--- src/rtl/lpm_pkg.sv ---
package lpm_pkg;
  typedef enum logic [1:0] {
    PM_RUN  = 2'd0,
    PM_IDLE = 2'd1,
    PM_STOP = 2'd2,
    PM_WARM = 2'd3
  } pm_state_t;

  localparam logic [7:0] PCON_ADDR = 8'h87;
  localparam int LIGHT_BIT = 0;
  localparam int DEEP_BIT  = 1;
endpackage

--- src/rtl/lpm_modereg.sv ---
module lpm_modereg
  import lpm_pkg::*;
#(
  parameter int AW = 8,
  parameter int DW = 8
) (
  input  logic          clk,
  input  logic          rst,
  input  logic          run_i,
  input  logic          clr_i,
  input  logic [AW-1:0] sfr_addr,
  input  logic          sfr_wr,
  input  logic [DW-1:0] sfr_wdata,
  output logic [DW-1:0] sfr_rdata,
  output logic          light_q,
  output logic          deep_q
);
  localparam logic [AW-1:0] MY_ADDR = AW'(PCON_ADDR);

  logic          hit_w;
  logic          wr_ok;
  logic [DW-1:0] rd_w;
  logic          unused_hi;

  assign hit_w     = (sfr_addr == MY_ADDR);
  assign wr_ok     = run_i && sfr_wr && hit_w;
  assign unused_hi = ^sfr_wdata;

  always_comb begin
    rd_w = '0;
    if (hit_w) begin
      rd_w[LIGHT_BIT] = light_q;
      rd_w[DEEP_BIT]  = deep_q;
    end
  end

  always_ff @(posedge clk) begin
    if (rst) begin
      light_q   <= 1'b0;
      deep_q    <= 1'b0;
      sfr_rdata <= '0;
    end else begin
      sfr_rdata <= rd_w;
      if (clr_i) begin
        light_q <= 1'b0;
        deep_q  <= 1'b0;
      end else if (wr_ok) begin
        deep_q  <= sfr_wdata[DEEP_BIT];
        light_q <= sfr_wdata[LIGHT_BIT] & ~sfr_wdata[DEEP_BIT];
      end
    end
  end

  assert_deep_wins_R3: assert property (@(posedge clk) disable iff (rst)
    (wr_ok && !clr_i && sfr_wdata[DEEP_BIT]) |=> (deep_q && !light_q));

  assert_clear_bits_R8: assert property (@(posedge clk) disable iff (rst)
    clr_i |=> (!deep_q && !light_q));

  assert_gated_write_R9: assert property (@(posedge clk) disable iff (rst)
    (!run_i && !clr_i) |=> ($stable(deep_q) && $stable(light_q)));
endmodule

--- src/rtl/lpm_wakequal.sv ---
module lpm_wakequal #(
  parameter int NIRQ = 6,
  parameter int IDW  = 3
) (
  input  logic [NIRQ-1:0] irq_req,
  input  logic [NIRQ-1:0] irq_nonclk,
  input  logic            pfail_irq,
  input  logic            bandgap_en,
  output logic            light_hit,
  output logic            deep_hit,
  output logic [IDW-1:0]  light_id,
  output logic [IDW-1:0]  deep_id
);
  localparam logic [IDW-1:0] PF_ID = IDW'(NIRQ);

  logic [NIRQ-1:0] quiet_req;
  logic            pf_ok;

  assign quiet_req = irq_req & irq_nonclk;
  assign pf_ok     = pfail_irq & bandgap_en;
  assign light_hit = (|irq_req) | pfail_irq;
  assign deep_hit  = (|quiet_req) | pf_ok;

  always_comb begin
    light_id = PF_ID;
    for (int i = NIRQ - 1; i >= 0; i--) begin
      if (irq_req[i]) light_id = IDW'(i);
    end
  end

  always_comb begin
    deep_id = PF_ID;
    for (int i = NIRQ - 1; i >= 0; i--) begin
      if (quiet_req[i]) deep_id = IDW'(i);
    end
  end
endmodule

--- src/rtl/lpm_seq.sv ---
module lpm_seq
  import lpm_pkg::*;
#(
  parameter int IDW      = 3,
  parameter int WAKE_DLY = 16
) (
  input  logic           clk,
  input  logic           rst,
  input  logic           light_q,
  input  logic           deep_q,
  input  logic           rst_any,
  input  logic           light_hit,
  input  logic           deep_hit,
  input  logic [IDW-1:0] light_id,
  input  logic [IDW-1:0] deep_id,
  output logic           clr_o,
  output logic           core_clk_en,
  output logic           periph_clk_en,
  output logic           osc_amp_en,
  output logic           core_rst,
  output logic           vec_fetch,
  output logic [IDW-1:0] wake_id
);
  localparam int CW = $clog2(WAKE_DLY + 1);
  localparam logic [CW-1:0] LAST = CW'(WAKE_DLY - 1);

  pm_state_t     st_q;
  logic [CW-1:0] cnt_q;

  assign clr_o = rst_any
              || (st_q == PM_IDLE && light_hit)
              || (st_q == PM_STOP && deep_hit);

  assign core_clk_en   = (st_q == PM_RUN);
  assign periph_clk_en = (st_q == PM_RUN) || (st_q == PM_IDLE);
  assign osc_amp_en    = (st_q != PM_STOP);

  always_ff @(posedge clk) begin
    if (rst) begin
      st_q      <= PM_RUN;
      cnt_q     <= '0;
      vec_fetch <= 1'b0;
      wake_id   <= '0;
      core_rst  <= 1'b0;
    end else begin
      vec_fetch <= 1'b0;
      core_rst  <= rst_any;
      if (rst_any) begin
        st_q  <= PM_RUN;
        cnt_q <= '0;
      end else begin
        case (st_q)
          PM_RUN: begin
            if (deep_q) st_q <= PM_STOP;
            else if (light_q) st_q <= PM_IDLE;
          end
          PM_IDLE: begin
            if (light_hit) begin
              st_q      <= PM_RUN;
              vec_fetch <= 1'b1;
              wake_id   <= light_id;
            end
          end
          PM_STOP: begin
            if (deep_hit) begin
              st_q    <= PM_WARM;
              cnt_q   <= '0;
              wake_id <= deep_id;
            end
          end
          PM_WARM: begin
            if (cnt_q == LAST) begin
              st_q      <= PM_RUN;
              vec_fetch <= 1'b1;
              cnt_q     <= '0;
            end else begin
              cnt_q <= cnt_q + 1'b1;
            end
          end
          default: st_q <= PM_RUN;
        endcase
      end
    end
  end

  assert_light_exit_R4: assert property (@(posedge clk) disable iff (rst)
    (st_q == PM_IDLE && light_hit && !rst_any) |=> (vec_fetch && core_clk_en));

  assert_deep_hold_R5: assert property (@(posedge clk) disable iff (rst)
    (st_q == PM_STOP && !deep_hit && !rst_any) |=> (st_q == PM_STOP));

  assert_warm_bound_R7: assert property (@(posedge clk) disable iff (rst)
    (st_q == PM_WARM) |-> (cnt_q <= LAST));

  assert_reset_exit_R8: assert property (@(posedge clk) disable iff (rst)
    rst_any |=> (st_q == PM_RUN && !vec_fetch));

  assert_fetch_running_R7: assert property (@(posedge clk) disable iff (rst)
    vec_fetch |-> (core_clk_en && periph_clk_en && osc_amp_en));
endmodule

--- src/rtl/lpm_ctrl.sv ---
module lpm_ctrl #(
  parameter int NIRQ     = 6,
  parameter int NRST     = 3,
  parameter int WAKE_DLY = 16,
  parameter int IDW      = $clog2(NIRQ + 1)
) (
  input  logic            clk,
  input  logic            rst,
  input  logic [7:0]      sfr_addr,
  input  logic            sfr_wr,
  input  logic [7:0]      sfr_wdata,
  output logic [7:0]      sfr_rdata,
  input  logic [NIRQ-1:0] irq_req,
  input  logic [NIRQ-1:0] irq_nonclk,
  input  logic            pfail_irq,
  input  logic            bandgap_en,
  input  logic [NRST-1:0] rst_src,
  output logic            core_clk_en,
  output logic            periph_clk_en,
  output logic            osc_amp_en,
  output logic            core_rst,
  output logic            vec_fetch,
  output logic [IDW-1:0]  wake_id
);
  logic           light_q, deep_q, clr_w, rst_any;
  logic           light_hit, deep_hit;
  logic [IDW-1:0] light_id, deep_id;

  assign rst_any = |rst_src;

  lpm_modereg #(.AW(8), .DW(8)) u_reg (
    .clk       (clk),
    .rst       (rst),
    .run_i     (core_clk_en),
    .clr_i     (clr_w),
    .sfr_addr  (sfr_addr),
    .sfr_wr    (sfr_wr),
    .sfr_wdata (sfr_wdata),
    .sfr_rdata (sfr_rdata),
    .light_q   (light_q),
    .deep_q    (deep_q)
  );

  lpm_wakequal #(.NIRQ(NIRQ), .IDW(IDW)) u_qual (
    .irq_req    (irq_req),
    .irq_nonclk (irq_nonclk),
    .pfail_irq  (pfail_irq),
    .bandgap_en (bandgap_en),
    .light_hit  (light_hit),
    .deep_hit   (deep_hit),
    .light_id   (light_id),
    .deep_id    (deep_id)
  );

  lpm_seq #(.IDW(IDW), .WAKE_DLY(WAKE_DLY)) u_seq (
    .clk           (clk),
    .rst           (rst),
    .light_q       (light_q),
    .deep_q        (deep_q),
    .rst_any       (rst_any),
    .light_hit     (light_hit),
    .deep_hit      (deep_hit),
    .light_id      (light_id),
    .deep_id       (deep_id),
    .clr_o         (clr_w),
    .core_clk_en   (core_clk_en),
    .periph_clk_en (periph_clk_en),
    .osc_amp_en    (osc_amp_en),
    .core_rst      (core_rst),
    .vec_fetch     (vec_fetch),
    .wake_id       (wake_id)
  );
endmodule

--- config.mk ---
export PLATFORM = sky130hd
export DESIGN_NAME = lpm_ctrl
export DESIGN_NICKNAME = d
export VERILOG_FILES = /design/src/rtl/lpm_pkg.sv /design/src/rtl/lpm_modereg.sv /design/src/rtl/lpm_wakequal.sv /design/src/rtl/lpm_seq.sv /design/src/rtl/lpm_ctrl.sv
export SDC_FILE = /design/constraint.sdc
export NUM_CORES = 1
export LEC_CHECK = 0
export ABC_AREA = 1
export ABC_CLOCK_PERIOD_IN_PS = 1210
export BUFFER_PORTS_ARGS = -buffer_cell sky130_fd_sc_hd__buf_2
export CORE_ASPECT_RATIO = 1.2
export CORE_MARGIN = 2
export CORE_UTILIZATION = 30
export CTS_CLUSTER_DIAMETER = 40
export DETAILED_ROUTE_END_ITERATION = 6
export SETUP_SLACK_MARGIN = 0.05
export SLEW_MARGIN = 20
export SYNTH_ARGS = -nofsm -noshare
export SYNTH_HDL_FRONTEND = slang
export SYNTH_SLANG_ARGS = --single-unit
--- constraint.sdc ---
create_clock -name clk -period 1.21 [get_ports clk]
set_input_delay 0.0605 -clock clk [delete_from_list [all_inputs] [get_ports clk]]
set_output_delay 0.0605 -clock clk [all_outputs]
set_load 0.01 [all_outputs]
==> results of run 1 <==
## registers in the layout (all words and copies together), names as in the netlist
name,count
u_seq.vec_fetch,1
u_seq.st_q,2
u_reg.deep_q,1
u_seq.wake_id,3
u_seq.cnt_q,5
u_reg.light_q,1
u_reg.sfr_rdata,2
u_seq.core_rst,1
## repair_timing
action | CTS | global route
gates resized for setup | 13 | 21
setup buffers | 1 | 5
pin swaps | 0 | 16
cloned | 0 | 0
endpoints found under the hold margin | 1 | 0
hold buffers | 1 | 0
setup endpoints to repair | 12 | 15
## critical path: stages, from the launching register on
cell and delay (ns):
dfxtp_4 0.40, inv_6 0.05, ha_4 0.17, or2_4 0.23, buf_6 0.12
## stage by stage
step,power [mW],setup TNS (ns),utilization (%)
floorplan,0.630,0,-
global placement,0.686,-0.0745,40.8
detailed placement,0.687,-0.168,40.8
CTS,1.10,-0.293,43.6
global route,1.14,-0.872,46.4
finish,1.09,-0.125,46.4
## area by class of cell
cell class                 count  area (sq um)  area share (%)
multi-input combinational    134           816            48.4
tap                           52          65.1            3.86
timing repair buffer          53           315            18.7
clock buffer                   3          41.3            2.45
inverter                      29           121            7.20
sequential                    16           328            19.4
## layer usage
| layer | vias up | global-route usage, % |
|---|---|---|
| met5 | - | 0 |
| met4 | 0 | 2.96 |
| met3 | 3 | 2.53 |
| met2 | 27 | 22.2 |
| met1 | 511 | 15.5 |
| li1 | 651 | - |
## worst max-delay path by stage
stage / startpoint / end / cells past startpoint
after floorplan: u_seq.cnt_q[1] / u_seq.st_q[0] / 9
after global placement: u_seq.cnt_q[1] / u_seq.st_q[0] / 9
after detailed placement: u_seq.cnt_q[1] / u_seq.st_q[0] / 9
after CTS: u_seq.st_q[0] / periph_clk_en / 4
after global routing: u_seq.cnt_q[0] / u_seq.st_q[1] / 9
final: u_seq.st_q[0] / periph_clk_en / 4
## synth_stat cells
cell     number  area, sq um
a21oi_1       6         30.0
a21oi_2       1         8.76
buf_4         6         45.0
conb_1        1         3.75
dfxtp_1      16          320
ha_1          6         75.1
inv_1        28          105
inv_2         1         3.75
nand2_1      52          195
nand2_2       3         18.8
nand2_4       1         11.3
nand3_1      12         60.1
nand3_2       1         10.0
nand3_4       1         17.5
nand4_1       3         18.8
nor2_1       25         93.8
nor2_2        3         18.8
nor2_4        2         22.5
nor3_1        1         5.00
nor3_2        1         10.0
nor3b_1       1         7.51
o21a_1        1         7.51
o21ai_0       5         25.0
or2_2         1         6.26
xnor2_1       2         17.5
## cell families (layout without fill, tap and decap cells)
group                      count (synthesis)  in the layout  synth area share [%]
adders and majority gates                  6              6                  6.60
AOI/OAI and AO/OA                         13             13                  6.27
other                                      1              6                 0.330
and+or+nand+nor                          107            107                  43.6
xor gates and xnor gates                   2              2                  1.54
DFF                                       16             16                  28.2
buffers and inverters                     35             85                  13.5
## where the power goes
part           internal [mW]  switching, mW
clock                  0.221          0.193
sequential             0.526       0.000513
combinational         0.0667         0.0868
==> flow_metrics.env, run 1 <==
export IMPL_status="complete, but fails checks"
export IMPL_failed_checks="setup timing"
export IMPL_setup_viol=5
export IMPL_wl_met3_microns=114
export IMPL_grt_max_degree=9
export IMPL_fin_skew_ns=0.00431
export IMPL_numCtsBuffers=3
export IMPL_grt_pass1_vias=1098
export IMPL_rsz0062_at_grt="true"
export IMPL_leakage_nw=0.805
export IMPL_stdcell_count=287
export IMPL_hold_path_endpoint="u_seq.core_rst"
export IMPL_fp_row_count=24
export IMPL_post_dp_hpwl_mm=2.08
export IMPL_io_pins=52
export IMPL_crit_type="flip-flop to primary output"
export IMPL_r2r_slack_ns=-0.03
export IMPL_clock_sink_count=16
export IMPL_drtAntennaViolNets=0
export IMPL_dpl_cell_count=278
export IMPL_final_common_cell="nand2_1"
export IMPL_insertion_delay_ns=0.25
export IMPL_maxCapViolations=0
export IMPL_cts_buffer_depth=2
export IMPL_final_period_utilization_pct=106
export IMPL_gp_congestion=0.756
export IMPL_antenna_found_initial=0
export IMPL_hold_path_class="input port to flip-flop"
export IMPL_die_y_microns=71.5
export IMPL_fp_dieW_microns=60.2
export IMPL_final_cell_area_sq_um=1690
export IMPL_layout_drive_gt1_share_pct=42.6
export IMPL_grt_remaining_overflow=0
export IMPL_post_route_min_period_ns=1.29
export IMPL_ff2ff_path_depth=9
export IMPL_antenna_cells=0
export IMPL_dp_slack_ns=-0.0532
export IMPL_root_buffer="clkbuf_8"
export IMPL_cp_arrival_ns=1.23
export IMPL_crit_required_ns=1.15
export IMPL_placed_cell_area_sq_um=1480
export IMPL_synth_avg_cell_area_sq_um=6.32
export IMPL_drt_total_wl_mm=2.62
export IMPL_holdPathStages=3
export IMPL_whs_ns=0.0613
export IMPL_slew_viol_final=0
export IMPL_synthCells=180
export IMPL_fmax_mhz=776
export IMPL_yosysSeqAreaShare_pct=28.2
export IMPL_cellPowerDensity_nw_per_um2=649
export IMPL_wl_met1_mm=1.14
export IMPL_die_area_sq_um=4300
export IMPL_synth_cell_types=25
export IMPL_drcViolationCount=0
export IMPL_hold_viol_final=0
export IMPL_final_cell_mix="50 x nand2_1, 37 x buf_2, 21 x inv_1, 21 x nor2_1, 13 x buf_4"
export IMPL_core_area_sq_um=3630
export IMPL_port_buffers=39
export IMPL_grt_pass1_wl_mm=4.32
export IMPL_vias=1192
export IMPL_rr_endpoint="u_seq.st_q[0]"
export IMPL_syn_to_final_growth_pct=48.3
export IMPL_cts_tree="built"
export IMPL_grtUsageTotal_pct=12.6
export IMPL_wire_per_inst_microns=9.13
export IMPL_finalWorstSetupSlack_ns=-0.0780
export IMPL_path_max_fanout=4
export IMPL_syn_area_sq_um=1140
export IMPL_end_kind="primary output"
export IMPL_rr_startpoint="u_seq.cnt_q[0]"
export IMPL_fin_nets=279
export IMPL_synth_seq_cells=16
export IMPL_htree_levels=1
export IMPL_clk_pin_slew_ns=0.07
export IMPL_route_met2_wl_mm=1.34
export IMPL_yosys_warnings=0
export IMPL_drt_pass1_iterations=4
export IMPL_start_util_pct=31.3
export IMPL_ir_drop_v=0.000429
export IMPL_fillers=389
export IMPL_min_from="rst_src[2]"
export IMPL_highest_layer="met4"
export IMPL_first_iter_violations=9
export IMPL_start_kind="flip-flop"
export IMPL_vias_per_cell=4.15
(Power assumes the default switching activity.)
==> run 2, diff against run 1 <==
SETUP_SLACK_MARGIN = 0.15   (was 0.05)
==> flow_metrics.env, run 2 (synthesized netlist as in run 1, its figures left out) <==
export IMPL_status="complete, but fails checks"
export IMPL_failed_checks="setup timing"
export IMPL_die_area_sq_um=4300
export IMPL_grt_pass1_vias=1159
export IMPL_fillers=394
export IMPL_met3_usage_pct=3.07
export IMPL_path_max_fanout=4
export IMPL_drtAntennaViolNets=0
export IMPL_clk_pin_slew_ns=0.06
export IMPL_ff2ff_path_depth=8
export IMPL_busiest_layer="met2"
export IMPL_grtUsageTotal_pct=13.5
export IMPL_io_pins=52
export IMPL_finalWorstSetupSlack_ns=-0.0626
export IMPL_final_common_cell="nand2_1"
export IMPL_insertion_delay_ns=0.25
export IMPL_grt_max_degree=9
export IMPL_syn_to_final_growth_pct=52.7
export IMPL_start_util_pct=31.3
export IMPL_slew_viol_final=0
export IMPL_cpPeakStageDelay_ns=0.38
export IMPL_r2r_slack_ns=-0.03
export IMPL_crit_required_ns=1.15
export IMPL_wire_per_inst_microns=9.56
export IMPL_fin_nets=276
export IMPL_setup_viol=8
export IMPL_crit_type="flip-flop to primary output"
export IMPL_antenna_found_initial=0
export IMPL_cts_buffer_depth=2
export IMPL_reg_largest_list="u_seq.cnt_q: 5 flops, u_seq.wake_id: 3 flops"
export IMPL_htree_levels=1
export IMPL_antenna_cells=0
export IMPL_hold_path_class="input port to flip-flop"
export IMPL_cts_tree="built"
export IMPL_core_area_sq_um=3630
export IMPL_clock_sink_count=16
export IMPL_fmax_mhz=786
export IMPL_seqCellArea_sq_um=330
export IMPL_dpl_cell_count=277
export IMPL_root_buffer="clkbuf_8"
export IMPL_post_route_min_period_ns=1.27
export IMPL_numCtsBuffers=3
export IMPL_die_y_microns=71.5
export IMPL_cp_slowest_cell="dfxtp_4"
export IMPL_drcViolationCount=0
export IMPL_start_kind="flip-flop"
export IMPL_drt_total_wl_mm=2.72
export IMPL_final_cell_mix="45 x nand2_1, 36 x buf_2, 21 x nor2_1, 20 x inv_1, 12 x dfxtp_1"
export IMPL_slew_headroom_pct=64.1
export IMPL_largest_register_ffs=5
export IMPL_ir_drop_v=0.000312
export IMPL_cp_arrival_ns=1.21
export IMPL_stdcell_count=284
export IMPL_largest_register="u_seq.cnt_q"
export IMPL_leakage_nw=0.793
export IMPL_first_iter_violations=17
export IMPL_rr_startpoint="u_seq.st_q[1]"
export IMPL_gp_congestion=0.743
export IMPL_grtUsageMet2_pct=24.3
export IMPL_drt_pass1_iterations=4
export IMPL_multi_input_area_sq_um=867
export IMPL_grt_remaining_overflow=0
export IMPL_hold_viol_final=0
export IMPL_cellPowerDensity_nw_per_um2=629
export IMPL_post_dp_hpwl_mm=2.13
export IMPL_vias_per_cell=4.24
export IMPL_fp_row_count=24
export IMPL_rsz0062_at_grt="true"
export IMPL_port_buffers=39
export IMPL_crit_chain="inv_6 > ha_4 > or2_4 > buf_6"
export IMPL_final_period_utilization_pct=105
export IMPL_end_kind="primary output"
export IMPL_layout_drive_gt1_share_pct=45.7
export IMPL_fin_skew_ns=0.00328
export IMPL_critPathLaunch="u_seq.st_q[1]"
export IMPL_maxCapViolations=0
export IMPL_cp_endpoint="periph_clk_en"
export IMPL_vias=1204
export IMPL_whs_ns=0.0631
export IMPL_rr_endpoint="u_seq.wake_id[1]"
export IMPL_fp_dieW_microns=60.2
export IMPL_grt_use_met1_pct=15.4
export IMPL_grt_pass1_wl_mm=4.53
export IMPL_worst_pin_slew_ns=0.537
[run 2: cell types whose count changed in the layout (fill, tap and decap cells not counted), moves of 2 or more]
cell / change
nor2_2: -2
o21ai_2: +2
nand2_2: +4
inv_6: +2
nand3_1: -2
buf_6: +3
nor2_4: +2
nand2_1: -5
buf_4: -5
inv_4: -2
nand3_4: +2
[run 2: routing by layer]
layer	wire length, microns	up-vias
met5	0	-
met4	23	0
met3	121	4
met2	1450	29
met1	1120	526
li1	-	645
[run 2: layout make-up]
| class | count | area share [%] |
|---|---|---|
| clock buffers | 3 | 2.38 |
| multi-input cells | 134 | 49.9 |
| flip-flops and latches | 16 | 19.0 |
| repair buffers | 50 | 17.7 |
| well taps | 52 | 3.75 |
| inverters | 29 | 7.28 |
[run 2: how the worst min path moves through the flow]
stage / endpoint / slack, ns / depth (start not counted) / startpoint
after CTS: u_seq.core_rst / 0.06 / 3 / rst_src[2]
after global routing: u_seq.core_rst / 0.10 / 3 / rst_src[2]
final: u_seq.core_rst / 0.06 / 3 / rst_src[2]
after detailed placement: u_seq.core_rst / 0.26 / 2 / rst
after global placement: u_seq.core_rst / 0.27 / 2 / rst
after floorplan: u_seq.core_rst / 0.13 / 1 / rst
[run 2: what timing repair did]
action,CTS,global route
endpoints found under the hold margin,1,0
endpoints found under the setup margin,15,15
pin swaps,12,9
hold buffers,1,0
buffers inserted,3,0
resized for setup,26,22
[run 2: per-stage QoR]
stage	cell area, sq um	utilization, %	TNS (ns)	power (mW)	worst slack, ns
6_report	1740	47.8	-0.166	1.09	-0.0626
5_1_grt	1740	47.8	-1.16	1.14	-0.110
3_3_place_gp	1490	41.1	-0.0560	0.687	-0.0165
2_1_floorplan	1230	-	0	0.630	0.0639
4_1_cts	1670	45.9	-0.102	1.10	-0.0505
3_5_place_dp	1490	41.1	-0.0361	0.688	-0.0246
[run 2: critical path, delay by kind of cell, from the launching register on]
family,cells,cell delay [ns]
buf+inv,2,0.17
flops,1,0.38
simple gates,1,0.24
fa+ha+maj,1,0.16
[run 2: where the power goes]
| group | internal (mW) | switching (mW) |
|---|---|---|
| Clock | 0.221 | 0.189 |
| Combinational | 0.0681 | 0.0904 |
| Sequential | 0.524 | 0.000426 |
==> run 3, diff against run 2 <==
BUFFER_PORTS_ARGS = default   (was -buffer_cell sky130_fd_sc_hd__buf_2)
DONT_BUFFER_PORTS = 1   (was default)
==> flow_metrics.env, run 3 (synthesized netlist as in run 1, its figures left out) <==
export IMPL_post_route_min_period_ns=1.21
export IMPL_whs_ns=0.0205
export IMPL_die_y_microns=71.5
export IMPL_pwr_share_clk_pct=43.1
export IMPL_post_dp_hpwl_mm=2.02
export IMPL_path_max_fanout=3
export IMPL_wire_per_inst_microns=10.4
export IMPL_busiest_layer="met2"
export IMPL_cellPowerDensity_nw_per_um2=711
export IMPL_fmax_mhz=828
export IMPL_final_period_utilization_pct=99.8
export IMPL_largest_register="u_seq.cnt_q"
export IMPL_leakage_nw=0.650
export IMPL_clk_pin_slew_ns=0.06
export IMPL_fp_dieW_microns=60.2
export IMPL_die_area_sq_um=4300
export IMPL_root_buffer="clkbuf_8"
export IMPL_fin_skew_ns=0.00106
export IMPL_p_sw_share_pct=23.1
export IMPL_hold_path_class="input port to flip-flop"
export IMPL_grt_pass1_vias=1074
export IMPL_drt_pass1_iterations=2
export IMPL_tns_ns=0
export IMPL_grtUsageTotal_pct=13.2
export IMPL_ir_drop_v=0.000683
export IMPL_start_kind="flip-flop"
export IMPL_antenna_cells=0
export IMPL_port_buffers=0
export IMPL_cp_arrival_ns=1.39
export IMPL_grt_max_degree=10
export IMPL_start_util_pct=31.3
export IMPL_dpl_cell_count=239
export IMPL_end_kind="flip-flop"
export IMPL_stdcell_count=249
export IMPL_fin_nets=240
export IMPL_layout_drive_gt1_share_pct=34.0
export IMPL_vias_per_cell=4.40
export IMPL_gp_congestion=0.772
export IMPL_grt_pass1_wl_mm=4.32
export IMPL_power_frac_comb_pct=9.5
export IMPL_crit_required_ns=1.39
export IMPL_grtUsageMet2_pct=22.8
export IMPL_clock_sink_count=16
export IMPL_first_iter_violations=13
export IMPL_drt_total_wl_mm=2.59
export IMPL_drcViolationCount=0
export IMPL_final_common_cell="nand2_1"
export IMPL_largest_register_ffs=5
export IMPL_finalPower_mw=1.11
export IMPL_r2r_slack_ns=0.002
export IMPL_numCtsBuffers=3
export IMPL_fp_row_count=24
export IMPL_drtAntennaViolNets=0
export IMPL_crit_type="flip-flop to flip-flop"
export IMPL_setup_viol=0
export IMPL_seq_power_share_pct=47.5
export IMPL_insertion_delay_ns=0.25
export IMPL_antenna_found_initial=0
export IMPL_grt_remaining_overflow=0
export IMPL_final_cell_mix="45 x nand2_1, 21 x nor2_1, 20 x inv_1, 12 x dfxtp_1, 10 x nand2_2"
export IMPL_cts_tree="built"
export IMPL_maxCapViolations=0
export IMPL_htree_levels=1
export IMPL_grt_use_met1_pct=14.4
export IMPL_vias=1095
export IMPL_utilization_pct=42.9
export IMPL_io_pins=52
export IMPL_rsz0062_at_grt="true"
export IMPL_core_area_sq_um=3630
export IMPL_cts_buffer_depth=2
export IMPL_syn_to_final_growth_pct=37.1
export IMPL_hold_viol_final=0
export IMPL_met3_usage_pct=5.05
export IMPL_status="completed"
export IMPL_p_int_mw=0.853
export IMPL_reg_largest_list="u_seq.cnt_q: 5 flops, u_seq.wake_id: 3 flops"
export IMPL_p_switching_mw=0.256
export IMPL_slew_viol_final=0
run 3: metrics by stage:
step	area (sq um)	setup slack [ns]
after floorplan	1230	0.0639
after global placement	1310	-0.0360
after detailed placement	1310	-0.0241
after CTS	1500	-0.00737
after global routing	1560	-0.110
final	1560	0.00250
run 3: repair_timing:
action                                 4_1_cts  5_1_grt
pin swaps                                   10        2
setup buffers                                0        2
resized for setup                           26       16
endpoints found under the hold margin        3        0
setup endpoints to repair                   15       16
hold buffers                                 4        0
run 3: layer usage:
layer  part of all wire, %  vias up
li1                      -      572
met1                    37      485
met2                    54       34
met3                   7.5        4
met4                   1.2        0
met5                     0        -
run 3: layout make-up:
cell class              count  area, sq um
well taps                  52         65.1
multi-input cells         134          855
flip-flops and latches     16          330
fillers                   384         2070
inverters                  29          124
clock buffers               4         55.1
repair buffers             14          130
run 3: power groups by stage:
stage               Combinational (mW)  Sequential (mW)  Clock, mW
floorplan                       0.0880            0.542          0
global placement                0.0856            0.543          0
detailed placement              0.0866            0.543          0
CTS                              0.102            0.526      0.498
global route                     0.118            0.526      0.525
finish                           0.105            0.527      0.478
run 3: critical path, stage by stage (launching register included):
cell	delay (ns)
dfxtp_2	0.35
ha_4	0.15
nand3_4	0.08
nor2_4	0.12
nor2_4	0.07
nor2_4	0.10
nand3_2	0.08
nand2_1	0.06
inv_1	0.03
nor2_1	0.09
run 3: path summary, 6_finish.rpt:
| check | from | end | depth (start not counted) |
|---|---|---|---|
| min reg2reg | u_reg.light_q | u_reg.sfr_rdata[0] | 2 |
| min | rst | u_seq.wake_id[1] | 3 |
| max | u_seq.cnt_q[1] | u_seq.st_q[1] | 9 |
| max reg2reg | u_seq.cnt_q[1] | u_seq.st_q[1] | 9 |
